`src/rtl/pwrup_pkg.sv`:
```
package pwrup_pkg;

   typedef enum logic [2:0] {
      ST_IDLE,
      ST_GATE,
      ST_MEMCLR,
      ST_MEMHS,
      ST_CLAMPOFF,
      ST_RSTOFF,
      ST_PWRD,
      ST_WAIT
   } seq_state_e;

   typedef enum logic [2:0] {
      STEP_NONE,
      STEP_ENTRY,
      STEP_GATE,
      STEP_MEMCLR,
      STEP_MEMHS,
      STEP_CLAMPOFF,
      STEP_RSTOFF,
      STEP_PWRD
   } seq_step_e;

   // bit positions decoded by the core power logic
   localparam int BIT_CLAMP   = 0;
   localparam int BIT_MCLAMP  = 1;
   localparam int BIT_MHS     = 3;
   localparam int BIT_CRST    = 4;
   localparam int BIT_PORST   = 5;
   localparam int BIT_PWRD    = 7;

   localparam int GATE_EN_BIT  = 0;
   localparam int GATE_CNT_LSB = 24;
   localparam int GATE_CNT_W   = 8;

endpackage

```
`src/rtl/pwrup_timer.sv`:
```
module pwrup_timer #(
   parameter int CNT_W = 8
) (
   input  logic             clk_i,
   input  logic             rst_ni,
   input  logic             load_i,
   input  logic [CNT_W-1:0] load_val_i,
   output logic             expired_o
);

   logic [CNT_W-1:0] cnt_q;

   always_ff @(posedge clk_i or negedge rst_ni) begin
      if (!rst_ni) begin
         cnt_q <= '0;
      end else if (load_i) begin
         cnt_q <= load_val_i;
      end else if (cnt_q != '0) begin
         cnt_q <= cnt_q - 1'b1;
      end
   end

   assign expired_o = (cnt_q == '0);

endmodule

```
`src/rtl/pwrup_fsm.sv`:
```
module pwrup_fsm
   import pwrup_pkg::*;
(
   input  logic      clk_i,
   input  logic      rst_ni,
   input  logic      start_i,
   input  logic      expired_i,
   output seq_step_e step_o,
   output logic      load_o
);

   seq_state_e state_q, state_d;
   seq_state_e ret_q, ret_d;

   always_comb begin
      state_d = state_q;
      ret_d   = ret_q;
      step_o  = STEP_NONE;
      load_o  = 1'b0;
      unique case (state_q)
         ST_IDLE: begin
            if (start_i) begin
               step_o  = STEP_ENTRY;
               state_d = ST_GATE;
            end
         end
         ST_GATE: begin
            step_o  = STEP_GATE;
            load_o  = 1'b1;
            ret_d   = ST_MEMCLR;
            state_d = ST_WAIT;
         end
         ST_MEMCLR: begin
            step_o  = STEP_MEMCLR;
            state_d = ST_MEMHS;
         end
         ST_MEMHS: begin
            step_o  = STEP_MEMHS;
            load_o  = 1'b1;
            ret_d   = ST_CLAMPOFF;
            state_d = ST_WAIT;
         end
         ST_CLAMPOFF: begin
            step_o  = STEP_CLAMPOFF;
            load_o  = 1'b1;
            ret_d   = ST_RSTOFF;
            state_d = ST_WAIT;
         end
         ST_RSTOFF: begin
            step_o  = STEP_RSTOFF;
            state_d = ST_PWRD;
         end
         ST_PWRD: begin
            step_o  = STEP_PWRD;
            state_d = ST_IDLE;
         end
         ST_WAIT: begin
            if (expired_i) state_d = ret_q;
         end
         default: state_d = ST_IDLE;
      endcase
   end

   always_ff @(posedge clk_i or negedge rst_ni) begin
      if (!rst_ni) begin
         state_q <= ST_IDLE;
         ret_q   <= ST_IDLE;
      end else begin
         state_q <= state_d;
         ret_q   <= ret_d;
      end
   end

endmodule

```
`src/rtl/pwrup_words.sv`:
```
module pwrup_words
   import pwrup_pkg::*;
#(
   parameter int CTL_W    = 32,
   parameter int GATE_W   = 32,
   parameter int HS_COUNT = 16
) (
   input  logic              clk_i,
   input  logic              rst_ni,
   input  seq_step_e         step_i,
   output logic [CTL_W-1:0]  ctl_o,
   output logic [GATE_W-1:0] gate_o,
   output logic              done_o
);

   logic [CTL_W-1:0]  set_m, clr_m;
   logic [GATE_W-1:0] gate_val;

   always_comb begin
      set_m = '0;
      clr_m = '0;
      unique case (step_i)
         STEP_ENTRY: begin
            clr_m             = '1;
            set_m[BIT_CLAMP]  = 1'b1;
            set_m[BIT_MCLAMP] = 1'b1;
            set_m[BIT_CRST]   = 1'b1;
            set_m[BIT_PORST]  = 1'b1;
         end
         STEP_MEMCLR:   clr_m[BIT_MCLAMP] = 1'b1;
         STEP_MEMHS:    set_m[BIT_MHS]    = 1'b1;
         STEP_CLAMPOFF: clr_m[BIT_CLAMP]  = 1'b1;
         STEP_RSTOFF: begin
            clr_m[BIT_CRST]  = 1'b1;
            clr_m[BIT_PORST] = 1'b1;
         end
         STEP_PWRD:     set_m[BIT_PWRD]   = 1'b1;
         default: ;
      endcase
   end

   // one flop per control bit: set wins over clear, otherwise hold
   for (genvar b = 0; b < CTL_W; b++) begin : g_ctl_bit
      always_ff @(posedge clk_i or negedge rst_ni) begin
         if (!rst_ni)       ctl_o[b] <= 1'b0;
         else if (set_m[b]) ctl_o[b] <= 1'b1;
         else if (clr_m[b]) ctl_o[b] <= 1'b0;
      end
   end

   always_comb begin
      gate_val = '0;
      gate_val[GATE_EN_BIT] = 1'b1;
      gate_val[GATE_CNT_LSB +: GATE_CNT_W] = GATE_CNT_W'(HS_COUNT);
   end

   always_ff @(posedge clk_i or negedge rst_ni) begin
      if (!rst_ni) begin
         gate_o <= '0;
         done_o <= 1'b0;
      end else begin
         if (step_i == STEP_GATE) gate_o <= gate_val;
         done_o <= (step_i == STEP_PWRD);
      end
   end

endmodule

```
`src/rtl/core_pwrup_seq.sv`:
```
module core_pwrup_seq
   import pwrup_pkg::*;
#(
   parameter int CYC_PER_US = 50,
   parameter int WAIT_US    = 2,
   parameter int HS_COUNT   = 16,
   parameter int CTL_W      = 32,
   parameter int GATE_W     = 32
) (
   input  logic              clk_i,
   input  logic              rst_ni,
   input  logic              start_i,
   output logic [CTL_W-1:0]  core_ctl_o,
   output logic [GATE_W-1:0] gate_ctl_o,
   output logic              done_o
);

   localparam int WAIT_CYC = WAIT_US * CYC_PER_US;
   localparam int CNT_W    = (WAIT_CYC > 2) ? $clog2(WAIT_CYC) : 1;
   // the wait state plus the step that closes it account for two cycles
   localparam logic [CNT_W-1:0] LOAD_VAL = CNT_W'(WAIT_CYC - 2);

   if (WAIT_CYC < 2) begin : g_bad_wait
      $error("core_pwrup_seq: WAIT_US*CYC_PER_US must be at least 2");
   end
   if (CTL_W < BIT_PWRD + 1) begin : g_bad_ctl
      $error("core_pwrup_seq: CTL_W too narrow for the powered-up bit");
   end
   if (GATE_W < GATE_CNT_LSB + GATE_CNT_W) begin : g_bad_gate
      $error("core_pwrup_seq: GATE_W too narrow for the count field");
   end
   if (HS_COUNT >= (1 << GATE_CNT_W) || HS_COUNT < 0) begin : g_bad_cnt
      $error("core_pwrup_seq: HS_COUNT does not fit its field");
   end

   seq_step_e step;
   logic      load, expired;

   pwrup_fsm u_fsm (
      .clk_i     (clk_i),
      .rst_ni    (rst_ni),
      .start_i   (start_i),
      .expired_i (expired),
      .step_o    (step),
      .load_o    (load)
   );

   pwrup_timer #(.CNT_W(CNT_W)) u_timer (
      .clk_i      (clk_i),
      .rst_ni     (rst_ni),
      .load_i     (load),
      .load_val_i (LOAD_VAL),
      .expired_o  (expired)
   );

   pwrup_words #(
      .CTL_W    (CTL_W),
      .GATE_W   (GATE_W),
      .HS_COUNT (HS_COUNT)
   ) u_words (
      .clk_i  (clk_i),
      .rst_ni (rst_ni),
      .step_i (step),
      .ctl_o  (core_ctl_o),
      .gate_o (gate_ctl_o),
      .done_o (done_o)
   );

endmodule

```
`config.mk`:
```
export PLATFORM = sky130hd
export DESIGN_NAME = core_pwrup_seq
export DESIGN_NICKNAME = d
export VERILOG_FILES = /design/src/rtl/pwrup_pkg.sv /design/src/rtl/pwrup_timer.sv /design/src/rtl/pwrup_fsm.sv /design/src/rtl/pwrup_words.sv /design/src/rtl/core_pwrup_seq.sv
export SDC_FILE = /design/constraint.sdc
export NUM_CORES = 1
export LEC_CHECK = 0
export BUFFER_PORTS_ARGS = -buffer_cell sky130_fd_sc_hd__buf_4
export CAP_MARGIN = 20
export CORE_ASPECT_RATIO = 0.9
export CORE_MARGIN = 8
export CORE_UTILIZATION = 43
export CTS_BUF_LIST = sky130_fd_sc_hd__clkbuf_8
export DETAILED_ROUTE_END_ITERATION = 12
export PLACE_DENSITY = 0.81
export RECOVER_POWER = 100
export SYNTH_ARGS = -nofsm -noshare
export SYNTH_HDL_FRONTEND = slang
export SYNTH_SLANG_ARGS = --single-unit
```
`constraint.sdc`:
```
create_clock -name clk_i -period 1.65 [get_ports clk_i]
set_input_delay 0.4125 -clock clk_i [delete_from_list [all_inputs] [get_ports clk_i]]
set_output_delay 0.4125 -clock clk_i [all_outputs]
set_load 0.02 [all_outputs]
```
# ---- After elaboration in Yosys (flattened, before gate mapping)
# Index checks and enable logic that the tools add are counted.
dict set report word_totals {
  register_bits 21
  output_inout_bits 65
  inputBits 3
  wordCells 72
}
dict set report op_classes {
  reduce_logical 16
  eq_ne 16
  n_mux 28
  add_sub_neg 1
}
# cell n
set op_table {}
lappend op_table {{== test 3 bit (second input constant)} 8}
lappend op_table {{case mux 3 bit (7 select lines)} 1}
lappend op_table {{two-way mux 1 bit} 18}
lappend op_table {{case mux 3 bit (6 select lines)} 1}
lappend op_table {{two-way mux 7 bit} 2}
lappend op_table {{nonzero test 2 bit} 7}
lappend op_table {{== test 3 x 2 -> 1 bit (second input constant)} 4}
lappend op_table {{case mux 3 bit (3 select lines)} 1}
lappend op_table {{logical NOT 7 bit} 1}
lappend op_table {{nonzero test 7 bit} 1}
lappend op_table {{subtractor 7 x 1 -> 7 bit (second input constant)} 1}
lappend op_table {{== test 3 x 1 -> 1 bit (second input constant)} 2}
lappend op_table {{two-way mux 2 bit} 3}
lappend op_table {{two-way mux 3 bit} 2}
lappend op_table {{OR reduction 2 bit} 3}
lappend op_table {{inequality test 2 bit (second input constant)} 2}
lappend op_table {{logical NOT 3 bit} 1}
lappend op_table {{nonzero test 3 bit} 1}
lappend op_table {{OR reduction 3 bit} 1}
lappend op_table {{AND reduction 2 bit} 1}

# ---- Depth between registers and ports, before layout
dict set report depth {
  ltp_word 7
  depth_mapped 5
  depth_no_buf 5
}

# ---- By module
# From an unflattened synthesis, not the netlist that was laid out.
dict set report unflattened {
  hier_cells 170
  hier_area_um2 1530.2
}
# mod seq_area_each_um2 cells_each n_inst area_each_um2
set by_module_without_submodules {}
lappend by_module_without_submodules {pwrup_words 175.2 86 1 725.7}
lappend by_module_without_submodules {pwrup_timer 175.2 43 1 434.2}
lappend by_module_without_submodules {pwrup_fsm 150.1 39 1 362.8}
lappend by_module_without_submodules {core_pwrup_seq 0.0 2 1 7.5}

# ---- Least setup slack after synthesis
# Ideal clock, no wire load.
dict set report synth_timing {
  path_kind {reg2reg}
  start {register u_timer.cnt_q[0]}
  end {register u_fsm.state_q[0]}
  t_arrival_ps 1452
  path_stages_with_launch 6
  n_path_buf 0
  period_less_slack_ps 1584
  setup_slack_ps 66
  cell_sequence {dfrtp_1 -> inv_1 -> ha_1 -> or3b_1 -> o311ai_4 -> nand3_1}
}
dict set report synth_between {
  elab_chain_len 3
}
# element line
set synth_rtl {}
lappend synth_rtl {{start: declaration} pwrup_timer.sv:11} ;# logic [CNT_W-1:0] cnt_q;
lappend synth_rtl {{start signal: assignment} pwrup_timer.sv:17} ;# cnt_q <= load_val_i;
lappend synth_rtl {{start signal: assignment} pwrup_timer.sv:19} ;# cnt_q <= cnt_q - 1'b1;
lappend synth_rtl {{logical NOT 7 bit} pwrup_timer.sv:23} ;# assign expired_o = (cnt_q == '0);
lappend synth_rtl {{inequality test 2 bit (no line)} -}
lappend synth_rtl {{AND reduction 2 bit (no line)} -}
lappend synth_rtl {{end signal: assignment} pwrup_fsm.sv:69} ;# state_q <= state_d;
lappend synth_rtl {{end: declaration} pwrup_fsm.sv:12} ;# seq_state_e state_q, state_d;
# No other way between the ends.
# A chain may end at the register's enable or synchronous reset.

# ---- Worst setup path after layout
dict set report layout_timing {
  start {register u_timer.cnt_q[1]}
  end {register u_fsm.state_q[0]}
}
# The elaborated chain is that of the path after synthesis.

==> impl_metrics.ini <==
[sta]
hold_viol_final = 0
maxClockFrequency_mhz = 642.2
final_max_slew_viol_count = 0
finClkSkew_ps = 0.8647
fin_crit_ps = 1557
hold_ws_ps = 325.1
rsz0062_at_grt = false
setup-tns-final_ps = 0
setup_viol = 0
tightest_slew_ps = 1089
period_share_pct = 94.37
slew_headroom_pct = 27.37

[route]
drc = 0
drt_iter0_markers = 102
vias = 964
drt_pass1_iterations = 4
antenna_left = 0
routedWlPerCell_um = 12.48
viasPerCell = 4.402
drt_wl_total_um = 2733

[placement]
routabilityCongestion = 0.9081
dpl.hpwl_um = 2071
dp.cells = 215
dpl-instance-area_um2 = 1380
port_buffers = 11

[layout]
multiInputGateArea_um2 = 669.4
fillCellCount = 339
layout-drive-gt1-share_pct = 10.29
stdcell_area_um2 = 1385
fin_cells = 219
area_growth_pct = -4.569
ff_latch_area_um2 = 500.5
nNetsFinal = 181
antenna_cells = 0

[power]
p_leak_nw = 0.6649
ir_worst_vdd_v = 0.0002420
powerDensity_nw_per_um2 = 723.6

[worst_setup_path]
critical-path-slowest-cell = or3b_4
cp-end-kind = register
crit_chain = inv_2, ha_2, or3b_4, o311ai_2, nand3_1
startpoint_type = register
crit_fanout = 6
path_class = reg2reg
cp_data_required_time_ps = 1800
worstPathArrival_ps = 1700
max_stage_delay_ps = 430

[clock_network]
hold_buffers = 0
clockBufferDepth = 2
post_cts_buffers = 0
path_clk_slew_ps = 80
clock_latency_ps = 260
cts_num_sinks = 20
cts_root_buf = clkbuf_8
cts_buffers = 3
cts_tree = built
cts_max_level = 1

[grt]
top_usage_layer = met2
grt_max_degree = 21
grt.total_usage_pct = 10.22
grt_pass1_vias = 984
grt_pass1_wl_um = 4650
met3_usage_pct = 4.177
met1_usage_pct = 11.43
grt.overflow.total = 0
grt_use_met2_pct = 16.36
antenna_found_initial = 0

[hold_path]
min_path_type = in2async

[synthesis]
netlist_area_um2 = 1451
synth.avg_cell_area_um2 = 9.015
ys_warn_count = 0
ys_async_sr_fraction_pct = 100.0
synth_edf_count = 0
ys.flop_type = dfrtp_1
synth_area_leaders = dfrtp_1 34%, buf_4 30%, a21oi_1 3.8%
yosysTopAreaCell = dfrtp_1
synth.most_common_cell = buf_4
ys_seq_area_share_pct = 34.48
synth_cell_types = 36
synth_cells = 161
synth_top_area_share_pct = 34.48
synth-seq-cells = 20
synth_top_cells_by_count = 58 x buf_4, 20 x dfrtp_1, 11 x a21oi_1, 7 x nor2_1, 6 x inv_1

[floorplanning]
initial_core_util_pct = 43.94
die_area_um2 = 5493
core_area_um2 = 3303
pin_count = 68
die_x_um = 77.24
rows = 20
die_y_um = 71.12

[run_status]
run_status = finished, final reports clean

[run]
maxCapViolCount = 0
## cell usage in the layout, fill, tap and decap left out, types with 2 or more instances in the layout
master / n
nand2_1: 5
o31ai_1: 2
or3_1: 2
o21ai_1: 2
dfrtp_1: 20
inv_2: 2
a21o_1: 2
nand3_1: 2
inv_1: 4
nor4_1: 2
o21ai_0: 4
a21oi_1: 11
nand2b_1: 3
nor2b_1: 4
clkbuf_1: 12
clkbuf_8: 4
nor3b_1: 2
nor3_1: 5
nor2_1: 7
conb_1: 56
or3b_2: 3
buf_4: 5
## logic make-up (layout without fill, tap and decap cells)
logic type	Yosys count	in the layout	share of synthesized area, %
buffers and inverters	68	27	33.28
other	1	56	0.2584
flip-flops	20	20	34.48
AO/OA/AOI/OAI	29	29	13.36
AND/OR/NAND/NOR	40	40	16.29
adder cells (fa/ha/maj)	2	2	1.724
XOR/XNOR	1	1	0.6036
## final timing paths
| path | from | end | cells past startpoint | slack (ps) |
|---|---|---|---|---|
| hold reg to reg | u_words.gate_o[0]$_DFFE_PN0N_ | u_words.gate_o[0]$_DFFE_PN0N_ | 1 | 510 |
| setup / recovery | u_timer.cnt_q[1]$_DFFE_PN0P_ | u_fsm.state_q[0]$_DFFE_PN0P_ | 5 | 90 |
| min in group clk_i | u_words.gate_o[0]$_DFFE_PN0N_ | u_words.gate_o[0]$_DFFE_PN0N_ | 1 | 510 |
| max in group asynchronous | rst_ni | u_words.ctl_o[0]$_DFFE_PN0P_ | 1 | 670 |
| setup reg to reg | u_timer.cnt_q[1]$_DFFE_PN0P_ | u_fsm.state_q[0]$_DFFE_PN0P_ | 5 | 90 |
| hold / removal | rst_ni | u_timer.cnt_q[4]$_DFFE_PN0P_ | 1 | 330 |
## worst max-delay path: cells and delay by family, from the launching register on
kind	cells	cell delay (ps)
AO/OA/AOI/OAI	1	230
flip-flops	1	390
AND/OR/NAND/NOR	2	530
buffers and inverters	1	90
adder cells (fa/ha/maj)	1	200
## layer usage
metal | share of wire (%) | wire (um)
met1 | 40 | 1102
met2 | 48 | 1318
met3 | 9.4 | 256
met4 | 2.0 | 55
met5 | 0 | 0
## final cells by class
type                       count  share of cell area [%]
clock buffer                   4                   3.975
inverter                       6                   1.626
multi-input combinational    128                   48.33
sequential                    20                   36.13
tap                           44                   3.975
timing repair buffer          17                   5.962
## where the power goes
part	internal [mW]	total, mW	switching, mW
Clock	0.213	0.384	0.171
Combinational	0.00258	0.128	0.126
Sequential	0.490	0.490	0
Total	0.705	1.00	0.297
## state kept, by name, summed over array words and instances (netlist names)
register / count
u_words.done_o: 1
u_words.ctl_o: 5
u_words.gate_o: 1
u_fsm.ret_q: 3
u_timer.cnt_q: 7
u_fsm.state_q: 3
## metrics by stage
stage | utilization (%) | setup WS (ps) | power, mW
6_report | 41.93 | 92.91 | 1.002
5_1_grt | 41.93 | 20.68 | 1.040
4_1_cts | 43.52 | 30.70 | 0.9955
3_5_place_dp | 41.78 | -15.78 | 0.6245
3_3_place_gp | 41.78 | 62.34 | 0.6242
2_1_floorplan | - | 66.18 | 0.7123
## what timing repair did
item,CTS,global route
hold endpoints to repair,0,0
setup endpoints to repair,2,5
gates resized for setup,1,3
Note: power is estimated with default switching activity, not from simulation.
